**src/rtl/eal_pkg.sv**
```systemverilog
`timescale 1ns/1ps
// Package: shared lock-state encoding for the exclusive access lock block.
// Assumes a two-bit lock field; 01 is reserved and never held.
package eal_pkg;
    typedef enum logic [1:0] {
        EAL_OFF  = 2'b00,
        EAL_RSVD = 2'b01,
        EAL_FREE = 2'b10,
        EAL_HELD = 2'b11
    } eal_t;
endpackage

```
**src/rtl/eal_key_detect.sv**
```systemverilog
`timescale 1ns/1ps
// Module: eal_key_detect
// Watches descriptor writes for the two-word forced-release key pair.
// Assumes wr_hit marks every in-range descriptor write and lock_hit the
// subset aimed at the lock word. Idle cycles do not disturb the detector.
module eal_key_detect #(
    parameter int              DATA_W = 32,
    parameter logic [DATA_W-1:0] KEY_A = 32'h0200_0046,
    parameter logic [DATA_W-1:0] KEY_B = 32'h0200_0052
) (
    input  logic              clk,
    input  logic              rst_n,
    input  logic              wr_hit,
    input  logic              lock_hit,
    input  logic [DATA_W-1:0] wr_data,
    output logic              force_rel
);
    logic armed_q;

    // Second key completes the pair only when armed and aimed at the lock word.
    assign force_rel = armed_q && wr_hit && lock_hit && (wr_data == KEY_B);

    // Every descriptor write re-decides arming; only a first key arms.
    always_ff @(posedge clk) begin
        if (!rst_n) begin
            armed_q <= 1'b0;
        end else if (wr_hit) begin
            armed_q <= lock_hit && (wr_data == KEY_A);
        end
    end
endmodule

```
**src/rtl/eal_lock_fsm.sv**
```systemverilog
`timescale 1ns/1ps
// Module: eal_lock_fsm
// Holds the lock state and owning domain. Applies non-zero lock-field
// writes and the forced release. Assumes req is asserted only for
// writes to the lock word; zero lock-field writes are filtered here.
module eal_lock_fsm
    import eal_pkg::*;
#(
    parameter int DOM_W = 4
) (
    input  logic             clk,
    input  logic             rst_n,
    input  logic             req,
    input  logic [1:0]       req_eal,
    input  logic [DOM_W-1:0] req_dom,
    input  logic             force_rel,
    output eal_t             state,
    output logic [DOM_W-1:0] owner
);
    eal_t             state_q, state_d;
    logic [DOM_W-1:0] owner_q, owner_d;
    logic             is_owner;

    assign is_owner = (state_q == EAL_HELD) && (req_dom == owner_q);

    // Next-state selection: forced release first, then lock-field writes.
    always_comb begin
        state_d = state_q;
        owner_d = owner_q;
        if (force_rel) begin
            state_d = EAL_FREE;
            owner_d = '0;
        end else if (req) begin
            unique case (req_eal)
                2'b10: begin
                    if (state_q != EAL_HELD || is_owner) begin
                        state_d = EAL_FREE;
                        owner_d = '0;
                    end
                end
                2'b11: begin
                    if (state_q != EAL_HELD) begin
                        state_d = EAL_HELD;
                        owner_d = req_dom;
                    end
                end
                default: ;
            endcase
        end
    end

    // State and owner registers.
    always_ff @(posedge clk) begin
        if (!rst_n) begin
            state_q <= EAL_OFF;
            owner_q <= '0;
        end else begin
            state_q <= state_d;
            owner_q <= owner_d;
        end
    end

    assign state = state_q;
    assign owner = owner_q;
endmodule

```
**src/rtl/eal_desc_bank.sv**
```systemverilog
`timescale 1ns/1ps
// Module: eal_desc_bank
// Descriptor word storage. The plain words take whole writes. The lock
// word keeps its non-lock bits, updated only by zero lock-field writes.
// The valid word keeps its body and the valid flag. Assumes LOCK_WORD
// and VLD_WORD differ and are below NUM_WORDS.
module eal_desc_bank
    import eal_pkg::*;
#(
    parameter int DATA_W    = 32,
    parameter int NUM_WORDS = 5,
    parameter int ADDR_W    = 3,
    parameter int LOCK_WORD = 3,
    parameter int VLD_WORD  = 4,
    parameter int EAL_LSB   = 24,
    parameter int VLD_BIT   = 31
) (
    input  logic              clk,
    input  logic              rst_n,
    input  logic              wr_hit,
    input  logic [ADDR_W-1:0] wr_addr,
    input  logic [DATA_W-1:0] wr_data,
    input  eal_t              lock_state,
    input  logic [ADDR_W-1:0] rd_addr,
    output logic [DATA_W-1:0] rd_data,
    output logic [DATA_W-1:0] lock_rest,
    output logic              valid
);
    localparam logic [DATA_W-1:0] EAL_MASK = DATA_W'(2'b11) << EAL_LSB;
    localparam logic [DATA_W-1:0] VLD_MASK = DATA_W'(1'b1) << VLD_BIT;

    logic [DATA_W-1:0] view [NUM_WORDS];
    logic [1:0]        wr_eal;

    assign wr_eal = wr_data[EAL_LSB +: 2];

    for (genvar gi = 0; gi < NUM_WORDS; gi++) begin : g_word
        localparam logic [ADDR_W-1:0] IDX = ADDR_W'(gi);
        logic sel;
        assign sel = wr_hit && (wr_addr == IDX);

        if (gi == LOCK_WORD) begin : g_lock
            logic [DATA_W-1:0] rest_q;
            // Non-lock bits change only on a zero lock-field write.
            always_ff @(posedge clk) begin
                if (!rst_n) begin
                    rest_q <= '0;
                end else if (sel && (wr_eal == 2'b00)) begin
                    rest_q <= wr_data & ~EAL_MASK;
                end
            end
            assign view[gi]  = rest_q | (DATA_W'(lock_state) << EAL_LSB);
            assign lock_rest = rest_q;
        end else if (gi == VLD_WORD) begin : g_vld
            logic [DATA_W-1:0] body_q;
            logic              vld_q;
            // Valid loads on its own word and drops on any other descriptor write.
            always_ff @(posedge clk) begin
                if (!rst_n) begin
                    body_q <= '0;
                    vld_q  <= 1'b0;
                end else if (sel) begin
                    body_q <= wr_data & ~VLD_MASK;
                    vld_q  <= wr_data[VLD_BIT];
                end else if (wr_hit) begin
                    vld_q  <= 1'b0;
                end
            end
            assign view[gi] = body_q | (DATA_W'(vld_q) << VLD_BIT);
            assign valid    = vld_q;
        end else begin : g_plain
            logic [DATA_W-1:0] word_q;
            // Plain configuration word takes whole writes.
            always_ff @(posedge clk) begin
                if (!rst_n) begin
                    word_q <= '0;
                end else if (sel) begin
                    word_q <= wr_data;
                end
            end
            assign view[gi] = word_q;
        end
    end

    // Read selection; addresses beyond the descriptor read as zero.
    always_comb begin
        rd_data = '0;
        for (int i = 0; i < NUM_WORDS; i++) begin
            if (rd_addr == ADDR_W'(i)) begin
                rd_data = view[i];
            end
        end
    end
endmodule

```
**src/rtl/eal_lock_ctrl.sv**
```systemverilog
`timescale 1ns/1ps
// Module: eal_lock_ctrl (top)
// Descriptor register block for one protected resource with an
// exclusive-access lock and a key-pair forced release. Assumes a single
// write per cycle and that the key values carry lock field 10.
module eal_lock_ctrl
    import eal_pkg::*;
#(
    parameter int              DATA_W    = 32,
    parameter int              NUM_WORDS = 5,
    parameter int              DOM_W     = 4,
    parameter int              LOCK_WORD = 3,
    parameter int              VLD_WORD  = 4,
    parameter int              EAL_LSB   = 24,
    parameter int              VLD_BIT   = 31,
    parameter logic [DATA_W-1:0] KEY_A   = 32'h0200_0046,
    parameter logic [DATA_W-1:0] KEY_B   = 32'h0200_0052,
    localparam int             ADDR_W    = $clog2(NUM_WORDS)
) (
    input  logic              clk,
    input  logic              rst_n,
    input  logic              wr_en,
    input  logic [ADDR_W-1:0] wr_addr,
    input  logic [DATA_W-1:0] wr_data,
    input  logic [DOM_W-1:0]  wr_dom,
    input  logic [ADDR_W-1:0] rd_addr,
    output logic [DATA_W-1:0] rd_data,
    output logic [1:0]        lock_state,
    output logic [DOM_W-1:0]  lock_owner,
    output logic              desc_valid
);
    logic              wr_hit;
    logic              lock_hit;
    logic              force_rel;
    eal_t              state;
    logic [DATA_W-1:0] lock_rest;

    // Decode in-range writes and those aimed at the lock word.
    assign wr_hit   = wr_en && ({1'b0, wr_addr} < (ADDR_W+1)'(NUM_WORDS));
    assign lock_hit = wr_hit && (wr_addr == ADDR_W'(LOCK_WORD));

    eal_key_detect #(
        .DATA_W (DATA_W),
        .KEY_A  (KEY_A),
        .KEY_B  (KEY_B)
    ) u_key (
        .clk       (clk),
        .rst_n     (rst_n),
        .wr_hit    (wr_hit),
        .lock_hit  (lock_hit),
        .wr_data   (wr_data),
        .force_rel (force_rel)
    );

    eal_lock_fsm #(
        .DOM_W (DOM_W)
    ) u_fsm (
        .clk       (clk),
        .rst_n     (rst_n),
        .req       (lock_hit),
        .req_eal   (wr_data[EAL_LSB +: 2]),
        .req_dom   (wr_dom),
        .force_rel (force_rel),
        .state     (state),
        .owner     (lock_owner)
    );

    eal_desc_bank #(
        .DATA_W    (DATA_W),
        .NUM_WORDS (NUM_WORDS),
        .ADDR_W    (ADDR_W),
        .LOCK_WORD (LOCK_WORD),
        .VLD_WORD  (VLD_WORD),
        .EAL_LSB   (EAL_LSB),
        .VLD_BIT   (VLD_BIT)
    ) u_bank (
        .clk        (clk),
        .rst_n      (rst_n),
        .wr_hit     (wr_hit),
        .wr_addr    (wr_addr),
        .wr_data    (wr_data),
        .lock_state (state),
        .rd_addr    (rd_addr),
        .rd_data    (rd_data),
        .lock_rest  (lock_rest),
        .valid      (desc_valid)
    );

    assign lock_state = state;
endmodule

```
**config.mk**
```make
export PLATFORM = sky130hd
export DESIGN_NAME = eal_lock_ctrl
export DESIGN_NICKNAME = d
export VERILOG_FILES = /design/src/rtl/eal_pkg.sv /design/src/rtl/eal_key_detect.sv /design/src/rtl/eal_lock_fsm.sv /design/src/rtl/eal_desc_bank.sv /design/src/rtl/eal_lock_ctrl.sv
export SDC_FILE = /design/constraint.sdc
export NUM_CORES = 1
export LEC_CHECK = 0
export BUFFER_PORTS_ARGS = -buffer_cell sky130_fd_sc_hd__buf_2
export CORE_MARGIN = 2
export CORE_UTILIZATION = 50
export DETAILED_ROUTE_END_ITERATION = 16
export HOLD_SLACK_MARGIN = 0.06
export PLACE_DENSITY_LB_ADDON = 0.05
export RECOVER_POWER = 100
export SLEW_MARGIN = 20
export SYNTH_ARGS = -nofsm -noshare
export SYNTH_HDL_FRONTEND = slang
export SYNTH_SLANG_ARGS = --single-unit
```
**constraint.sdc**
```tcl
create_clock -name clk -period 3.8 [get_ports clk]
set_input_delay 0.38 -clock clk [delete_from_list [all_inputs] [get_ports clk]]
set_output_delay 0.38 -clock clk [all_outputs]
set_load 0.02 [all_outputs]
```
# Word level (Yosys, flattened, before mapping)

Index checks and enable logic that the tools add are counted.

Muxes and demuxes: 15
Eq/ne operators: 19
Reductions and logical operators: 23
Order comparisons: 1
Multipliers: 0
Shifts and indexed selects: 0
Add/sub/neg operators: 0
Bitwise gates (word level): 3
Divide/modulo/power cells: 0

Operators with widths:

| operator               | count |
|---|---|
| $mux W32               | 5 |
| $eq A32 B26 Y1 const B | 2 |
| $or A31 B32 Y32        | 1 |
| $or A32 B26 Y32        | 1 |
| $eq A3 B2 Y1 const B   | 4 |
| $logic_and A1 B1 Y1    | 12 |
| $mux W2                | 4 |
| $mux W4                | 2 |
| $pmux W4 S2            | 1 |
| $reduce_and A4 Y1      | 2 |
| $eq A2 B2 Y1 const B   | 3 |
| $eq A3 B1 Y1 const B   | 2 |
| $eq A3 B3 Y1 const B   | 2 |
| $logic_not A3 Y1       | 2 |
| $ne A3 B2 Y1 const B   | 2 |
| $reduce_bool A2 Y1     | 3 |
| $eq A4 B4 Y1           | 1 |
| $ne A2 B1 Y1 const B   | 2 |
| $pmux W2 S2            | 1 |
| $lt A3 B3 Y1 const B   | 1 |
| $reduce_bool A3 Y1     | 1 |
| $logic_not A2 Y1       | 1 |
| $mux W1                | 2 |
| $ne A2 B2 Y1 const B   | 1 |
| 3 further kinds        | 3 |

Latch bits: 0
RAM bits: 0
Flip-flop bits (word level): 165
ROM bits: 0
Memories kept: 0
Output and inout bits: 39
Input bits: 45

# Longest topological paths before layout

Depth after elaboration: 7
Mapped depth: 8
Mapped depth without buffers: 4

# Cells and area by module

Synthesis repeated with hierarchy kept, for this count alone.

Cell total of the unflattened synthesis: 935
Area total of the unflattened synthesis: 7748.7 sq um

Modules (own cells, without submodules):

| module         | cells an instance | seq. area each (sq um) | area an instance (sq um) | times used |
|---|---|---|---|---|
| eal_desc_bank  | 887               | 3163.0                 | 7310.8                   | 1 |
| eal_lock_fsm   | 27                | 120.1                  | 275.3                    | 1 |
| eal_key_detect | 18                | 20.0                   | 141.4                    | 1 |
| eal_lock_ctrl  | 3                 | 0.0                    | 21.3                     | 1 |

# Worst setup path before layout

Ideal clock, no wire load.

Path kind: in2out
Start: input port rd_addr[1]
End: output port rd_data[12]
Setup slack: 1.695 ns
Cell stages on the path: 6
Data required time: 3.420 ns
Arrival time: 1.725 ns
Buffers on the path: 3
Cells stage by stage: buf_2 > buf_2 > buf_4 > mux4_2 > inv_1 > o21ai_0

Word-level cells in the longest chain between the ends: 6
Elaborated cells on any way between the ends: 10
Classes of those cells: 4 x eq/ne; 5 x mux; 1 x reduce/logical

Ends and longest elaborated chain:

| element                | RTL line            | RTL |
|---|---|---|
| from (decl)            | eal_lock_ctrl.sv:26 | `input logic [ADDR_W-1:0] rd_addr,` |
| $logic_not A3 Y1       | eal_desc_bank.sv:89 | `if (rd_addr == ADDR_W'(i)) begin` |
| $mux W32 (4 in series) | eal_desc_bank.sv:89 |  |
| $mux W32 (*)           | eal_desc_bank.sv:89 |  |
| to (decl)              | eal_lock_ctrl.sv:27 | `output logic [DATA_W-1:0] rd_data,` |

Mark *: on every way between the ends. The rest lies on a longest branch, timed or not.

# Final worst setup path

Start: input port rd_addr[1]
End: output port rd_data[25]

The elaborated chain is that of the path after synthesis.

==> results.cfg <==
[status]
status = finished with violations
failed_checks = capacitance limit, slew limit

[place]
hpwl_um = 12700
numPortBuffers = 83
place_inst = 1126
dpl_cell_area_sq_um = 7940
gp_congestion = 0.782
post-place-ws_ps = 1160

[power_and_ir_drop]
power_leakage_nw = 2.81
internal-power_mw = 3.01
power_mw = 3.92
switching_share = 0.232
seq_power_share = 0.454
clockPowerShare = 0.475
pwr-share-comb = 0.071
switching_power_mw = 0.907
p_per_area_nw_per_um2 = 460
peakVddDrop_v = 0.000340

[run]
max_cap_viol_count = 1

[cts]
hold_buffers = 0
cts_tree = done
cts_resized = 0
h-tree-depth = 4
cts_sinks = 165
numCtsBuffers = 17
cts_buffer_depth = 2
post_cts_buffers = 0
clkTransAtPathRegs_ps = 60
clk_latency_ps = 430
cts-root-buf = clkbuf_16

[sta]
hold_violations = 0
final_max_slew_viol_count = 112
setup-violations-final = 0
slew_headroom = -0.223
whs_ps = 241
finalSetupTns_ps = 0
tightest_slew_ps = 1840
fin_ws_ps = 699
min_period_over_period = 0.816
finalCriticalPeriod_ps = 3100
fmax_mhz = 322
rsz0062_at_grt = no
fin_skew_ps = 2.80

[floorplanning]
die-area_sq_um = 16000
coreArea_sq_um = 14600
chipHeight_um = 126
die_w_um = 126
num_rows = 44
start_util = 0.513
ios = 84

[layout]
area_growth_pct = 13.7
n_antenna_cell = 0
post-route-util = 0.584
fin_area_sq_um = 8520
nNetsFinal = 1006
layout-drive-gt1-share = 0.116
finalNonFillerCells = 1158

[yosys]
synthesis.area_sq_um = 7490
ys_warn_count = 0
synth_area_per_cell_sq_um = 8.14
syn_inst = 920
synthDistinctLibCells = 35
ys_ff_latch = 165
syn_nets = 965
yosysSeqAreaShare = 0.441

[detailed_routing]
drt_iter0_markers = 620
routed_wl_um = 21500
antenna_left = 0
drc_errors = 0
dr.pass1.iters = 6
via_per_inst = 5.67
vias = 6563
routedWlPerCell_um = 18.5

[critical_path]
timing.rr.start = u_key.armed_q
start_kind = primary input
r2r_cells = 4
critPathKind = primary input to output port
cp_max_fo = 22
rrSetupSlack_ps = 1800
crit_path_end_kind = output port
r2r-end = u_fsm.owner[0]
arrival_ps = 2720
critical_path_required_ps = 3420

[global_route]
grt_pass1_vias = 6448
grt_use_total = 0.275
grt_antenna_before_repair = 0
grt_max_degree = 112
grt_pass1_wl_um = 34500
overflow = 0

[hold_path]
holdPathStages = 3
whs_endpoint = u_fsm.owner[2]
hp-class = primary input to flop
hold_start = wr_dom[2]
-- cells in the mapped netlist --
cell type,instances,area [sq um]
and2b_1,1,7.51
buf_2,23,115
a21oi_1,19,95.1
and3_1,1,6.26
o21ai_0,18,90.1
nor2b_1,5,31.3
a31oi_1,1,6.26
or4_1,1,7.51
a21boi_0,157,1180
nand2_1,339,1270
clkbuf_1,48,180
o21a_1,1,7.51
nor4b_1,1,8.76
a22oi_1,16,120
and2_1,3,18.8
o41ai_2,1,16.3
inv_1,17,63.8
and3b_1,3,26.3
xnor2_1,4,35.0
nor2_1,19,71.3
a21boi_1,1,7.51
nand4_1,8,50.1
nand3b_1,3,22.5
and4b_4,1,13.8
nand3_1,3,15.0
nor4_1,5,31.3
buf_4,2,15.0
mux2i_1,15,150
o211ai_1,4,30.0
dfxtp_1,165,3300
buf_1,1,3.75
mux4_2,17,383
and2_0,1,6.26
o22ai_1,15,93.8
nand2_2,1,6.26
-- state kept, by name (all words and copies together) (netlist names) --
name / count
u_bank.g_word.g_plain.word_q: 96
u_bank.g_word.g_vld.body_q: 31
u_bank.lock_rest: 30
u_fsm.owner: 4
u_fsm.state: 2
u_bank.valid: 1
u_key.armed_q: 1
-- cell families after synthesis --
kind of cell / Yosys count / share of synthesized area
AND/OR/NAND/NOR: 395 / 0.213
XOR/XNOR: 4 / 0.00468
buffers and inverters: 91 / 0.0504
AO/OA/AOI/OAI: 233 / 0.220
multiplexers: 32 / 0.0712
flip-flops: 165 / 0.441
-- power groups by stage --
stage	Sequential (mW)	Clock (mW)	Combinational [mW]
after floorplan	1.81	0	0.162
after global placement	1.81	0	0.271
after detailed placement	1.81	0	0.276
after CTS	1.78	1.88	0.277
after global routing	1.78	1.96	0.304
final	1.78	1.86	0.278
-- cell type report --
class / count / area (sq um)
well taps: 184 / 230
clock inverters: 12 / 175
repair buffers: 96 / 470
flip-flops and latches: 165 / 3300
clock buffers: 20 / 467
inverters: 17 / 63.8
multi-input cells: 664 / 3810
fillers: 1363 / 6070
-- layout by cell type, fill, tap and decap left out, types with 5 or more instances in the layout --
cell / n
a21oi_1: 19
nor4_1: 5
o22ai_1: 15
a21boi_0: 158
mux4_2: 17
a22oi_1: 16
inv_1: 17
dfxtp_1: 165
nor2_1: 19
mux2i_1: 15
clkbuf_16: 17
nor2b_1: 5
nand4_1: 8
clkbuf_1: 38
o21ai_0: 18
buf_2: 46
buf_4: 9
nand2_1: 339
-- worst max-delay path by stage --
stage	from	to	cells after the start
3_5_place_dp	rd_addr[1]	rd_data[10]	5
4_1_cts	rd_addr[1]	rd_data[10]	5
5_1_grt	rd_addr[1]	rd_data[28]	7
3_3_place_gp	rd_addr[1]	rd_data[16]	5
6_report	rd_addr[1]	rd_data[25]	7
2_1_floorplan	rd_addr[1]	rd_data[12]	6
-- routing by layer --
layer | global-route usage | wire length (um) | part of all wire
met4 | 0.0873 | 423 | 0.020
met1 | 0.358 | 9410 | 0.44
met2 | 0.464 | 10500 | 0.49
met5 | 0 | 0 | 0
met3 | 0.0506 | 1140 | 0.053
-- critical path, stage by stage --
cell,delay [ps]
buf_2,330
nor2b_1,240
nor2b_1,470
clkbuf_1,780
nand2_1,110
o21ai_0,120
clkbuf_1,270
No activity file was read; power rests on OpenSTA's default activity.
